## config.mk

```make
export PLATFORM = sky130hd
export DESIGN_NAME = adc_window_alert
export DESIGN_NICKNAME = d
export VERILOG_FILES = /design/src/rtl/adc_window_alert.sv
export SDC_FILE = /design/constraint.sdc
export NUM_CORES = 1
export LEC_CHECK = 0
export BUFFER_PORTS_ARGS = -buffer_cell sky130_fd_sc_hd__buf_2
export CAP_MARGIN = 20
export CORE_MARGIN = 2
export CORE_UTILIZATION = 45
export CTS_CLUSTER_SIZE = 24
export DETAILED_ROUTE_END_ITERATION = 6
export GPL_TIMING_DRIVEN = 0
export PLACE_DENSITY = 0.63
export SETUP_SLACK_MARGIN = 0.3
export SLEW_MARGIN = 20
export SYNTH_ARGS = -nofsm -noshare
export SYNTH_HDL_FRONTEND = slang
export SYNTH_SLANG_ARGS = --single-unit
```

## constraint.sdc

```tcl
create_clock -name clk -period 4.34 [get_ports clk]
set_clock_uncertainty 0.2 [all_clocks]
set_input_delay 0.434 -clock clk [delete_from_list [all_inputs] [get_ports clk]]
set_output_delay 0.434 -clock clk [all_outputs]
set_load 0.02 [all_outputs]
```

## src/rtl/adc_window_alert.sv

```systemverilog
module adc_window_alert #(
  parameter int DATA_W = 8,
  parameter int ADDR_W = 3
) (
  input  logic              clk,
  input  logic              rst_n,
  input  logic              smp_valid,
  input  logic [DATA_W-1:0] smp_data,
  input  logic              reg_we,
  input  logic [ADDR_W-1:0] reg_addr,
  input  logic [DATA_W+7:0] reg_wdata,
  output logic [DATA_W+7:0] reg_rdata,
  output logic [DATA_W+7:0] result_word,
  output logic              alert_out,
  output logic              alert_oe,
  output logic [2:0]        cycle_code
);
  localparam int RW = DATA_W + 8;
  localparam int FH = DATA_W + 3;
  localparam logic [ADDR_W-1:0] A_RES = 0, A_STAT = 1, A_CFG = 2,
                                A_LO = 3, A_HI = 4, A_HYS = 5;

  logic [DATA_W-1:0] lo_lim, hi_lim, hyst, res;
  logic [2:0] cyc;
  logic hold, flag_en, pin_en, pol, hi_f, lo_f;

  wire wr_stat = reg_we && reg_addr == A_STAT;
  wire [DATA_W:0] d_ext = {1'b0, smp_data};
  wire hi_set  = smp_valid && smp_data > hi_lim;
  wire lo_set  = smp_valid && smp_data < lo_lim;
  wire hi_heal = smp_valid && !hold && (d_ext + {1'b0, hyst} < {1'b0, hi_lim});
  wire lo_heal = smp_valid && !hold && (d_ext > {1'b0, lo_lim} + {1'b0, hyst});
  wire active  = hi_f | lo_f;

  always_ff @(posedge clk or negedge rst_n)
    if (!rst_n) begin
      lo_lim <= '0; hi_lim <= '1; hyst <= '0; res <= '0;
      {cyc, hold, flag_en, pin_en, pol} <= '0;
    end else begin
      if (smp_valid) res <= smp_data;
      if (reg_we)
        case (reg_addr)
          A_CFG: {cyc, hold, flag_en, pin_en, pol} <=
                 {reg_wdata[7:2], reg_wdata[0]};
          A_LO:  lo_lim <= reg_wdata[FH:4];
          A_HI:  hi_lim <= reg_wdata[FH:4];
          A_HYS: hyst   <= reg_wdata[FH:4];
          default: ;
        endcase
    end

  always_ff @(posedge clk or negedge rst_n)
    if (!rst_n) begin
      hi_f <= 1'b0; lo_f <= 1'b0;
    end else begin
      if (hi_set) hi_f <= 1'b1;
      else if (hi_heal || (wr_stat && reg_wdata[1])) hi_f <= 1'b0;
      if (lo_set) lo_f <= 1'b1;
      else if (lo_heal || (wr_stat && reg_wdata[0])) lo_f <= 1'b0;
    end

  always_comb begin
    result_word = '0;
    result_word[FH:4] = res;
    result_word[RW-1] = flag_en & active;
  end

  always_comb begin
    reg_rdata = '0;
    case (reg_addr)
      A_RES:  reg_rdata = result_word;
      A_STAT: reg_rdata[1:0] = {hi_f, lo_f};
      A_CFG:  reg_rdata[7:0] = {cyc, hold, flag_en, pin_en, 1'b0, pol};
      A_LO:   reg_rdata[FH:4] = lo_lim;
      A_HI:   reg_rdata[FH:4] = hi_lim;
      A_HYS:  reg_rdata[FH:4] = hyst;
      default: ;
    endcase
  end

  assign alert_out  = pol ? active : ~active;
  assign alert_oe   = pin_en;
  assign cycle_code = cyc;

  assert_over_sets_R3: assert property (@(posedge clk) disable iff (!rst_n)
    smp_valid && smp_data > hi_lim |=> hi_f);
  assert_under_sets_R4: assert property (@(posedge clk) disable iff (!rst_n)
    smp_valid && smp_data < lo_lim |=> lo_f);
  assert_quiet_keeps_R5: assert property (@(posedge clk) disable iff (!rst_n)
    !smp_valid && !wr_stat |=> $stable({hi_f, lo_f}));
  assert_hold_keeps_R6: assert property (@(posedge clk) disable iff (!rst_n)
    hold && hi_f && !(wr_stat && reg_wdata[1]) |=> hi_f);
  assert_hold_keeps_lo_R6: assert property (@(posedge clk) disable iff (!rst_n)
    hold && lo_f && !(wr_stat && reg_wdata[0]) |=> lo_f);
endmodule

```

==> summary.md, run 1 <==
| Metric | Value |
|---|---|
| RR Startpoint | `hyst[0]$_DFFE_PN0P_` |
| Initial antenna violation count | `0` |
| R2r setup slk | `0.84 ns` |
| Simple-gate area share of the yosys netlist | `12.4%` |
| Clock Tree Root | `clkbuf_8` |
| CP required | `4.34 ns` |
| R2r endpoint | `lo_f$_DFFE_PN0P_` |
| Largest net degree at the start of global routing | `42` |
| Core area | `7250 um^2` |
| Yosys reg bits | `41` |
| Multi-input logic area | `2160 um^2` |
| Warnings, synthesis | `0` |
| # rows | `31` |
| Slew headroom | `37.5%` |
| Crit Path Max Fanout | `4` |
| DIE AREA | `8200 um^2` |
| Post-synth EDFFs | `0` |
| Worst slew pin tran | `0.937 ns` |
| CTS Buf Count | `5` |
| Synth cell types | `54` |
| Main combinational cell family by area after synthesis | `adder cells` |
| Worst r2r path cells | `14` |
| Final setup viols | `0` |
| Die X | `90.6 um` |
| Reg area | `1040 um^2` |
| DR WL/cell | `17.4 um` |
| Max frequency | `0.285 GHz` |
| Routed Antenna Nets | `0` |
| Post-synthesis async set-or-reset flop share | `100%` |
| Drt first-iter violations | `189` |
| Final core utilization | `54.1%` |
| Mux contribution to synthesized area | `11.9%` |
| Sequential element share of the synthesized area | `30.7%` |
| Pins Over Slew Limit | `0` |
| Synth Area in Adders | `18.6%` |
| Leakage | `1.88 nW` |
| Worst min path class | `input port to asynchronous set/reset pin` |
| Total track usage | `22.4%` |
| Status | `finished clean` |
| Clock-pin slew on the worst setup and hold paths | `0.09 ns` |
| Vias | `2845` |
| First-pass GRT wire length | `14700 um` |
| Final Cycle Share | `80.7%` |
| Crit path launch type | `flip-flop` |
| Fraction of layout cells with a size suffix above 1 | `28.8%` |
| RSZ-0062 raised after global routing | `no` |
| TritonCTS sink count | `41` |
| Routed WL | `9050 um` |
| Port Buf Inserts | `52` |
| Cells after synthesis | `351` |
| Synth-to-Final Area Change | `16.4%` |
| GPL Wtd Cong | `0.858` |
| Vias in the first global route | `2844` |
| Initial Util | `46.5%` |
| Bufs on Longest Clock Path | `2` |
| Hold buffers post-CTS | `0` |
| Die H | `90.6 um` |
| Number of setup buffers added after CTS | `0` |
| Max-cap viol count | `0` |
| DR vias/cell | `5.48` |
| Synthesized area | `3370 um^2` |
| Grt ovf | `0` |
| Clk_lat worst skew | `0.30 ns` |
| Xor and xnor area share after synthesis | `2.60%` |
| Drt first pass iters | `5` |
| CTS tree | `built` |
| Post-CTS sizing | `0` |
| Kind of critical path | `flip-flop to flip-flop` |
| Setup_tns | `0 ns` |
| Worst EP arrival | `3.51 ns` |
| CP Capture Type | `flip-flop` |
| Post-route DRC | `0` |
| VDD IR max | `0.209 mV` |
| H-tree depth | `2` |
| DP HPWL | `7090 um` |
| Synth Flop Type | `dfrtp_1` |
| Hold Vio Cnt, Final | `0` |
| Min cycle time layout | `3.50 ns` |
| Fillcell total | `681` |
| I/O Pins | `68` |
| Power per cell area | `449 nW/um^2` |
| Diodes inserted | `0` |
| Complex-gate fraction of the synthesized area | `17.4%` |
| Mapped Avg Cell Area | `9.61 um^2` |
| Net count, final | `499` |
flip-flops by register name, summed over array words and instances, names as in the netlist, 3 cells and up:
signal	count
hi_lim	8
cycle_code	3
lo_lim	8
res	8
hyst	8
cells in the final DEF, fill, tap and decap left out, types with 3 or more instances in the layout:
master    count
buf_4        11
dfstp_2       8
nand2_1      25
clkbuf_8      5
nor3_1        6
o21ai_0      22
a21o_1        7
a211oi_1      6
o21bai_1      3
mux2i_1       3
xor2_1        5
buf_2        55
xnor2_1       5
nor2_1       15
nand3_1       8
and2_1        3
nor2b_1       7
clkbuf_1      4
conb_1       10
o21ai_1       5
a22oi_1       5
dfrtp_1      33
nand2b_1      3
ha_1         47
mux2_2       32
a21oi_1      19
inv_1        21
o21a_1        6
through the flow:
| step | total power, mW | cell area [um^2] | hold WS [ns] | worst slack, ns | cells |
|---|---|---|---|---|---|
| after floorplan | 1.16 | 3410 | -0.0616 | 1.33 | 360 |
| after global placement | 1.36 | 3790 | 0.303 | 0.867 | 511 |
| after detailed placement | 1.39 | 3790 | 0.312 | 0.855 | 511 |
| after CTS | 1.77 | 3920 | 0.113 | 0.821 | 519 |
| after global routing | 1.91 | 3920 | 0.151 | 0.496 | 519 |
| final | 1.76 | 3920 | 0.0689 | 0.836 | 519 |
layer usage:
metal / vias up / GRT usage (%) / share of wire, %
met1: 1368 / 30.5 / 45
li1: 1390 / - / -
met3: 10 / 2.84 / 5.1
met5: - / 0 / 0
met4: 0 / 4.36 / 1.0
met2: 77 / 38.2 / 49
cell type report:
class	instances	area share (%)
Multi-Input combinational cell	277	55.0
Sequential cell	41	26.4
Timing Repair Buffer	52	6.63
Buffer	20	3.25
Tap cell	99	3.16
Inverter	22	2.10
Clock buffer	5	1.75
Clock inverter	3	1.66
synthesized netlist by cell type (3+ instances only):
cell	number	area, um^2
ha_1	47	588
dfrtp_1	33	826
mux2_2	32	360
nand2_1	25	93.8
o21ai_0	22	110
inv_1	21	78.8
a21oi_1	19	95.1
nor2_1	15	56.3
buf_4	11	82.6
dfstp_2	8	210
nand3_1	8	40.0
a21o_1	7	52.6
nor2b_1	7	43.8
a211oi_1	6	45.0
nor3_1	6	30.0
o21a_1	6	45.0
a22oi_1	5	37.5
o21ai_1	5	25.0
xnor2_1	5	43.8
xor2_1	5	43.8
clkbuf_1	4	15.0
and2_1	3	18.8
buf_2	3	15.0
mux2i_1	3	30.0
nand2b_1	3	18.8
o21bai_1	3	22.5
logic make-up after synthesis:
kind of cell | after synthesis
multiplexers | 36
adder cells (fa/ha/maj) | 49
AO/OA/AOI/OAI | 92
AND/OR/NAND/NOR | 80
XOR/XNOR | 10
buffers and inverters | 42
flip-flops | 41
other | 1
worst max-delay path: stages (launching register included):
cell and delay, ns:
dfrtp_1 0.45, ha_1 0.23, inv_1 0.06, fa_1 0.40, nor2b_1 0.16, o31a_1 0.19, o21ai_0 0.09, nand2b_1 0.10
xnor2_1 0.12, ha_1 0.26, nand3_1 0.15, nor3_1 0.09, a2111oi_0 0.34, o221ai_1 0.27, a31o_2 0.30
worst max path at each step:
stage / cells past startpoint / slack, ns / start / endpoint
after floorplan: 14 / 1.33 / lo_lim[0]$_DFFE_PN0P_ / lo_f$_DFFE_PN0P_
after detailed placement: 14 / 0.85 / hyst[0]$_DFFE_PN0P_ / lo_f$_DFFE_PN0P_
after global placement: 14 / 0.87 / hyst[0]$_DFFE_PN0P_ / lo_f$_DFFE_PN0P_
after CTS: 14 / 0.82 / lo_lim[0]$_DFFE_PN0P_ / lo_f$_DFFE_PN0P_
final: 14 / 0.84 / hyst[0]$_DFFE_PN0P_ / lo_f$_DFFE_PN0P_
after global routing: 14 / 0.50 / lo_lim[0]$_DFFE_PN0P_ / lo_f$_DFFE_PN0P_
power by group:
group	leakage (nW)	total, mW	internal, mW	switching, mW
logic	1.34	0.837	0.382	0.456
clock network	0.0681	0.375	0.229	0.146
registers	0.474	0.551	0.471	0.0800
(Power assumes the default switching activity.)
==> inputs of run 2 (changes only) <==
--- a/config.mk
+++ b/config.mk
@@ -12,7 +12,7 @@
 export CTS_CLUSTER_SIZE = 24
 export DETAILED_ROUTE_END_ITERATION = 6
 export GPL_TIMING_DRIVEN = 0
-export PLACE_DENSITY = 0.63
+export PLACE_DENSITY = 0.66
 export SETUP_SLACK_MARGIN = 0.3
 export SLEW_MARGIN = 20
 export SYNTH_ARGS = -nofsm -noshare
==> constraint.sdc (replaced) <==
create_clock -name clk -period 3.05 [get_ports clk]
set_clock_uncertainty 0.2 [all_clocks]
set_input_delay 0.305 -clock clk [delete_from_list [all_inputs] [get_ports clk]]
set_output_delay 0.305 -clock clk [all_outputs]
set_load 0.02 [all_outputs]
==> run 2 against run 1 <==
The run now ends with setup timing left. Flip-flop and latch count is the same. Hold slack lost 0.048 ns. Sequential share of layout area shrank 1.6 points. Utilization grew 3.5 points. Die area is the same. Critical path type unchanged.
==> summary.md, run 2 (synthesis gave the netlist of run 1 again) <==
| Metric | Value |
|---|---|
| CTS Buf Count | `5 (unchanged)` |
| Clock-pin slew on the worst setup and hold paths | `0.09 ns (about the same)` |
| Kind of critical path | `flip-flop to flip-flop` |
| Min cycle time layout | `3.07 ns (-0.430 ns)` |
| Initial Util | `46.5% (unchanged)` |
| Drt first pass iters | `5 (unchanged)` |
| TritonCTS sink count | `41 (unchanged)` |
| Grt ovf | `0 (unchanged)` |
| Most frequent cells in the layout | `55 x buf_2, 44 x ha_1, 32 x mux2_2, 32 x dfrtp_1` |
| Pins Over Slew Limit | `0 (unchanged)` |
| Drt first-iter violations | `131 (-31%)` |
| Clock Tree Root | `clkbuf_8` |
| Final setup viols | `1 (+1)` |
| CTS tree | `built` |
| Initial antenna violation count | `0 (unchanged)` |
| Slowest stage delay, CP | `0.45 ns (about the same)` |
| Vias in the first global route | `2954 (+3.9%)` |
| Worst r2r path cells | `13 (-1)` |
| Fillcell total | `666 (-2.2%)` |
| Hold Vio Cnt, Final | `0 (unchanged)` |
| CP startpoint | `lo_lim[0]$_DFFE_PN0P_` |
| Fraction of layout cells with a size suffix above 1 | `36.6% (+7.8 points)` |
| CP Capture Type | `flip-flop` |
| # rows | `31 (unchanged)` |
| Worst EP arrival | `3.07 ns (-0.44 ns)` |
| Post-route DRC | `0 (unchanged)` |
| Core area | `7250 um^2 (unchanged)` |
| Slew headroom | `33.8% (-3.7 points)` |
| Routed Antenna Nets | `0 (unchanged)` |
| Leakage | `1.98 nW (+5.1%)` |
| Port Buf Inserts | `52 (unchanged)` |
| CP cell instances | `ha_4 -> buf_4 -> a211oi_2 -> o21bai_2 -> a211oi_2 -> o21bai_1 -> xnor2_1 -> ha_1 -> nand3_2 -> buf_4 -> a211oi_4 -> o221ai_2 -> a31o_2` |
| Final Cycle Share | `101% (+20 points)` |
| DIE AREA | `8200 um^2 (unchanged)` |
| Failing checks | `setup timing` |
| DP HPWL | `6920 um (-2.5%)` |
| Largest net degree at the start of global routing | `42 (unchanged)` |
| Max-cap viol count | `0 (unchanged)` |
| Die H | `90.6 um (unchanged)` |
| CP max-delay cell | `dfrtp_2` |
| Bufs on Longest Clock Path | `2 (unchanged)` |
| Diodes inserted | `0 (unchanged)` |
| R2r endpoint | `lo_f$_DFFE_PN0P_` |
| Worst min path class | `input port to flip-flop` |
| RR Startpoint | `lo_lim[0]$_DFFE_PN0P_` |
| Max frequency | `0.325 GHz (+14%)` |
| GPL Wtd Cong | `0.865 (+0.77%)` |
| Buf+Inv Stages, Crit Path | `2 (+1)` |
| First-pass GRT wire length | `15100 um (+2.9%)` |
| Power per cell area | `668 nW/um^2 (+49%)` |
| I/O Pins | `68 (unchanged)` |
| Commonest non-fill, non-tap cell in the layout | `buf_2` |
| DP Area | `3800 um^2 (+0.26%)` |
| VDD IR max | `0.403 mV (+93%)` |
| Die X | `90.6 um (unchanged)` |
| Critical Path End | `lo_f$_DFFE_PN0P_` |
| Crit Path Max Fanout | `2 (-2)` |
| Final instance area | `4180 um^2 (+6.4%)` |
| Final core utilization | `57.6% (+3.5 points)` |
| Clk_lat worst skew | `0.30 ns (about the same)` |
| Status | `complete, but fails checks` |
| H-tree depth | `2 (unchanged)` |
| CP required | `3.05 ns (-1.29 ns)` |
| Cell depth of the worst setup path | `13 (-1)` |
| Crit path launch type | `flip-flop` |
| Setup ws final | `-0.0245 ns (-0.860 ns)` |
| Worst path top cell family by delay | `compound AO/OA/AOI/OAI gates` |
| Total track usage | `23.3% (+0.92 points)` |
| Routed WL | `9380 um (+3.6%)` |
| R2r setup slk | `-0.02 ns (-0.86 ns)` |
| Synth-to-Final Area Change | `23.8%` |
| Worst slew pin tran | `0.993 ns (+0.0559 ns)` |
| DR vias/cell | `5.50 (+0.30%)` |
| Vias | `2947 (+3.6%)` |
| RSZ-0062 raised after global routing | `yes` |
| Net count, final | `516 (+3.4%)` |
| DR WL/cell | `17.5 um (+0.32%)` |
| Total Power | `2.79 mW (+58%)` |
-- run 2: cell count changes in the layout (fill, tap and decap cells not counted), sizes merged --
| cell | before | now |
|---|---|---|
| buf | 68 | 84 |
| dlygate4sd3 | 0 | 1 |
-- run 2: worst min-delay path by stage --
stage	from	to	slack [ns]	depth (start not counted)
final	reg_wdata[11]	hi_lim[7]$_DFFE_PN1P_	0.02	3
after global routing	reg_wdata[11]	hi_lim[7]$_DFFE_PN1P_	0.02	3
after CTS	reg_wdata[11]	hi_lim[7]$_DFFE_PN1P_	0.02	3
after detailed placement	rst_n	lo_lim[7]$_DFFE_PN0P_	0.31	1
after global placement	rst_n	lo_lim[6]$_DFFE_PN0P_	0.30	1
after floorplan	rst_n	alert_oe$_DFFE_PN0P_	-0.19	0
-- run 2: per-stage QoR --
step                worst slack (ns)  cells  hold slack (ns)  setup TNS [ns]
finish                       -0.0245    536           0.0208         -0.0245
global route                  -0.147    536           0.0235          -0.178
CTS                          -0.0723    532           0.0220         -0.0723
detailed placement            -0.324    511            0.310          -0.324
global placement              -0.292    511            0.296          -0.292
floorplan                      0.144    360           -0.191               0
-- run 2: worst reg2reg max path: cells and delay by family, from the launching register on --
kind / cells / cell delay, ns
compound gates: 7 / 1.25
xor+xnor: 1 / 0.13
fa+ha+maj: 2 / 0.50
buf+inv: 2 / 0.30
flops: 1 / 0.45
simple gates: 1 / 0.12
-- run 2: final cells by class --
| class | count | area [um^2] | area share [%] |
|---|---|---|---|
| clock inverter | 3 | 65.1 | 1.56 |
| multi-input combinational | 277 | 2270 | 54.3 |
| buffer | 20 | 128 | 3.06 |
| timing repair buffer | 69 | 402 | 9.62 |
| clock buffer | 5 | 68.8 | 1.65 |
| sequential | 41 | 1040 | 24.8 |
| inverter | 22 | 82.6 | 1.98 |
| tap | 99 | 124 | 2.97 |
-- run 2: power breakdown --
| group | switching [mW] | internal [mW] |
|---|---|---|
| clock | 0.212 | 0.326 |
| sequential | 0.114 | 0.671 |
| combinational | 0.763 | 0.704 |
| total | 1.09 | 1.70 |
-- run 2: routing by layer --
layer	vias up	GRT usage, %	routed length [um]	part of all wire (%)
met2	78	39.2	4510	48
met4	0	5.26	113	1.2
met1	1432	31.9	4340	46
li1	1428	-	-	-
met3	9	3.01	419	4.5
met5	-	0	0	0
-- run 2: timing repair --
item / CTS / global route
setup endpoints to repair: 2 / 2
hold endpoints to repair: 33 / 0
hold buffers: 1 / 0
pin swaps: 15 / 9
buffers inserted: 12 / 4
gates resized for setup: 14 / 15
==> inputs of run 3 (changes only) <==
--- a/config.mk
+++ b/config.mk
@@ -12,7 +12,8 @@
 export CTS_CLUSTER_SIZE = 24
 export DETAILED_ROUTE_END_ITERATION = 6
 export GPL_TIMING_DRIVEN = 0
-export PLACE_DENSITY = 0.66
+export HOLD_SLACK_MARGIN = 0.03
+export PLACE_DENSITY = 0.63
 export SETUP_SLACK_MARGIN = 0.3
 export SLEW_MARGIN = 20
 export SYNTH_ARGS = -nofsm -noshare
==> constraint.sdc (replaced) <==
create_clock -name clk -period 3.2 [get_ports clk]
set_clock_uncertainty 0.2 [all_clocks]
set_input_delay 0.32 -clock clk [delete_from_list [all_inputs] [get_ports clk]]
set_output_delay 0.32 -clock clk [all_outputs]
set_load 0.02 [all_outputs]
==> run 3 against run 2 <==
The run now ends clean. Wire length up 0.45%. Design area up 0.42%. Clock power down 36%. Hold slack better by 0.027 ns. Total power down 10%. Die area unchanged. Sequential share of layout area down 0.074 points. Utilization up 0.24 points. Via count about the same. Critical path type unchanged. Largest cell class unchanged. Largest power group unchanged. Highest routed layer unchanged.
==> summary.md, run 3 (synthesis gave the netlist of run 1 again) <==
| Metric | Value |
|---|---|
| CP cell instances | `ha_4 -> inv_2 -> fa_2 -> nor2b_2 -> o31a_1 -> o21ai_1 -> nand2b_1 -> xnor2_1 -> ha_1 -> nand3_2 -> buf_6 -> a211oi_4 -> o221ai_2 -> a31o_2` |
| Switch share | `41.3% (+2.3 points)` |
| Largest net degree at the start of global routing | `42 (unchanged)` |
| Commonest non-fill, non-tap cell in the layout | `buf_2` |
| Crit path launch type | `flip-flop` |
| Initial Util | `46.5% (unchanged)` |
| Clock Tree Root | `clkbuf_8` |
| Final setup viols | `0 (-1)` |
| Routed Antenna Nets | `0 (unchanged)` |
| Clock-pin slew on the worst setup and hold paths | `0.08 ns (about the same)` |
| Kind of critical path | `flip-flop to flip-flop` |
| Dpl cells | `511 (unchanged)` |
| Diodes inserted | `0 (unchanged)` |
| Pins Over Slew Limit | `0 (unchanged)` |
| Final instance area | `4190 um^2 (+0.42%)` |
| RSZ-0062 raised after global routing | `yes` |
| Grt ovf | `0 (unchanged)` |
| Die H | `90.6 um (unchanged)` |
| Total track usage | `23.1% (-0.23 points)` |
| Met1 Usage GRT | `31.0% (-0.90 points)` |
| Crit Path Max Fanout | `2 (unchanged)` |
| Initial antenna violation count | `0 (unchanged)` |
| I/O Pins | `68 (unchanged)` |
| Vias in the first global route | `2950 (-0.14%)` |
| CTS Buf Count | `5 (unchanged)` |
| Slew headroom | `35.4% (+1.6 points)` |
| Final core utilization | `57.8% (+0.24 points)` |
| Leakage | `1.97 nW (-0.61%)` |
| Fillcell total | `653 (-2.0%)` |
| Final Cycle Share | `95.4% (-5.4 points)` |
| DR vias/cell | `5.46 (-0.62%)` |
| Max frequency | `0.328 GHz (+0.72%)` |
| Synth-to-Final Area Change | `24.3%` |
| Worst min path class | `input port to flip-flop` |
| Post-route DRC | `0 (unchanged)` |
| DIE AREA | `8200 um^2 (unchanged)` |
| VDD IR max | `0.269 mV (-33%)` |
| Net count, final | `519 (+0.58%)` |
| Drt first-iter violations | `155 (+18%)` |
| Logic gate share of total power | `56.2% (+3.6 points)` |
| # rows | `31 (unchanged)` |
| DP HPWL | `6880 um (-0.44%)` |
| Worst slew pin tran | `0.968 ns (-0.0244 ns)` |
| GPL Wtd Cong | `0.845 (-2.3%)` |
| Core area | `7250 um^2 (unchanged)` |
| Global Route met2 Usage | `38.7% (-0.56 points)` |
| H-tree depth | `2 (unchanged)` |
| Min cycle time layout | `3.05 ns (-0.0221 ns)` |
| CTS tree | `built` |
| Vias | `2945 (-0.068%)` |
| First-pass GRT wire length | `15100 um (-0.19%)` |
| Clock power share | `13.7% (-5.6 points)` |
| Power per cell area | `598 nW/um^2 (-11%)` |
| Total Power | `2.51 mW (-10%)` |
| CP max-delay cell | `dfrtp_2` |
| Most frequent cells in the layout | `55 x buf_2, 41 x ha_1, 32 x mux2_2` |
| Seq pwr share | `30.1% (+2.0 points)` |
| Non-Filler Instances | `539 (+0.56%)` |
| Clk_lat worst skew | `0.30 ns (about the same)` |
| Status | `finished clean` |
| Grt met3 use | `3.51% (+0.50 points)` |
| Worst path top cell family by delay | `compound AO/OA/AOI/OAI gates` |
| DR WL/cell | `17.5 um (-0.11%)` |
| Worst EP arrival | `3.05 ns (-0.02 ns)` |
| Buf+Inv Stages, Crit Path | `2 (unchanged)` |
| TritonCTS sink count | `41 (unchanged)` |
| Die X | `90.6 um (unchanged)` |
| Sw Pwr | `1.04 mW (-5.0%)` |
| DP Area | `3800 um^2 (unchanged)` |
| Routed WL | `9420 um (+0.45%)` |
| Cell Int Power | `1.47 mW (-14%)` |
| CP required | `3.20 ns (+0.15 ns)` |
| Hold Vio Cnt, Final | `0 (unchanged)` |
| CP Capture Type | `flip-flop` |
| Max-cap viol count | `0 (unchanged)` |
| Slowest stage delay, CP | `0.45 ns (about the same)` |
| Drt first pass iters | `4 (-1)` |
| Port Buf Inserts | `52 (unchanged)` |
| Bufs on Longest Clock Path | `2 (unchanged)` |
| Most used routing layer in global routing | `met2` |
| Fraction of layout cells with a size suffix above 1 | `37.5% (+0.89 points)` |
run 3: per-layer routing:
metal,part of all wire (%),up-vias
met5,0,-
met4,1.3,0
met3,5.3,12
met2,49,82
met1,44,1419
li1,-,1432
run 3: worst reg2reg max path, cell delays in order, from the launching register on:
cell and delay [ns]:
dfrtp_2 0.45, ha_4 0.18, inv_2 0.05, fa_2 0.21, nor2b_2 0.05, o31a_1 0.31
o21ai_1 0.13, nand2b_1 0.08, xnor2_1 0.13, ha_1 0.31, nand3_2 0.11, buf_6 0.14
a211oi_4 0.17, o221ai_2 0.18, a31o_2 0.26
run 3: final timing paths:
| check | startpoint | end | slack, ns | cells past startpoint |
|---|---|---|---|---|
| worst max-delay path | lo_lim[0]$_DFFE_PN0P_ | lo_f$_DFFE_PN0P_ | 0.15 | 14 |
| max in group asynchronous | rst_n | lo_lim[0]$_DFFE_PN0P_ | 1.62 | 2 |
| worst min-delay path | reg_wdata[6] | hi_lim[2]$_DFFE_PN1P_ | 0.05 | 3 |
| worst max register to register | lo_lim[0]$_DFFE_PN0P_ | lo_f$_DFFE_PN0P_ | 0.15 | 14 |
| min in group asynchronous | rst_n | lo_lim[1]$_DFFE_PN0P_ | 0.51 | 2 |
| worst min register to register | flag_en$_DFFE_PN0P_ | flag_en$_DFFE_PN0P_ | 0.33 | 1 |
run 3: power by group through the flow:
stage | combinational, mW | sequential, mW | clock (mW)
floorplan | 0.850 | 0.740 | 0
global placement | 1.11 | 0.754 | 0
detailed placement | 1.13 | 0.757 | 0
CTS | 1.26 | 0.750 | 0.349
global route | 1.56 | 0.769 | 0.370
finish | 1.41 | 0.755 | 0.342
run 3: final cells by class:
class	count	area (um^2)	share of cell area (%)
Multi-Input combinational cell	277	2310	55.2
Sequential cell	41	1040	24.8
Timing Repair Buffer	72	420	10.0
Buffer	20	128	3.04
Tap cell	99	124	2.95
Inverter	22	82.6	1.97
Clock buffer	5	68.8	1.64
Clock inverter	3	17.5	0.418
run 3: per-stage QoR:
step / setup TNS, ns / hold WS, ns / setup WS, ns
floorplan: 0 / -0.176 / 0.294
global placement: -0.126 / 0.302 / -0.126
detailed placement: -0.142 / 0.308 / -0.142
CTS: 0 / 0.0378 / 0.131
global route: 0 / 0.0473 / 0.0210
finish: 0 / 0.0481 / 0.148
run 3: timing repair:
item,CTS,global route
setup buffers,10,9
hold buffers,1,0
endpoints found under the setup margin,2,2
pin swaps,13,23
endpoints found under the hold margin,33,0
resized for setup,14,18
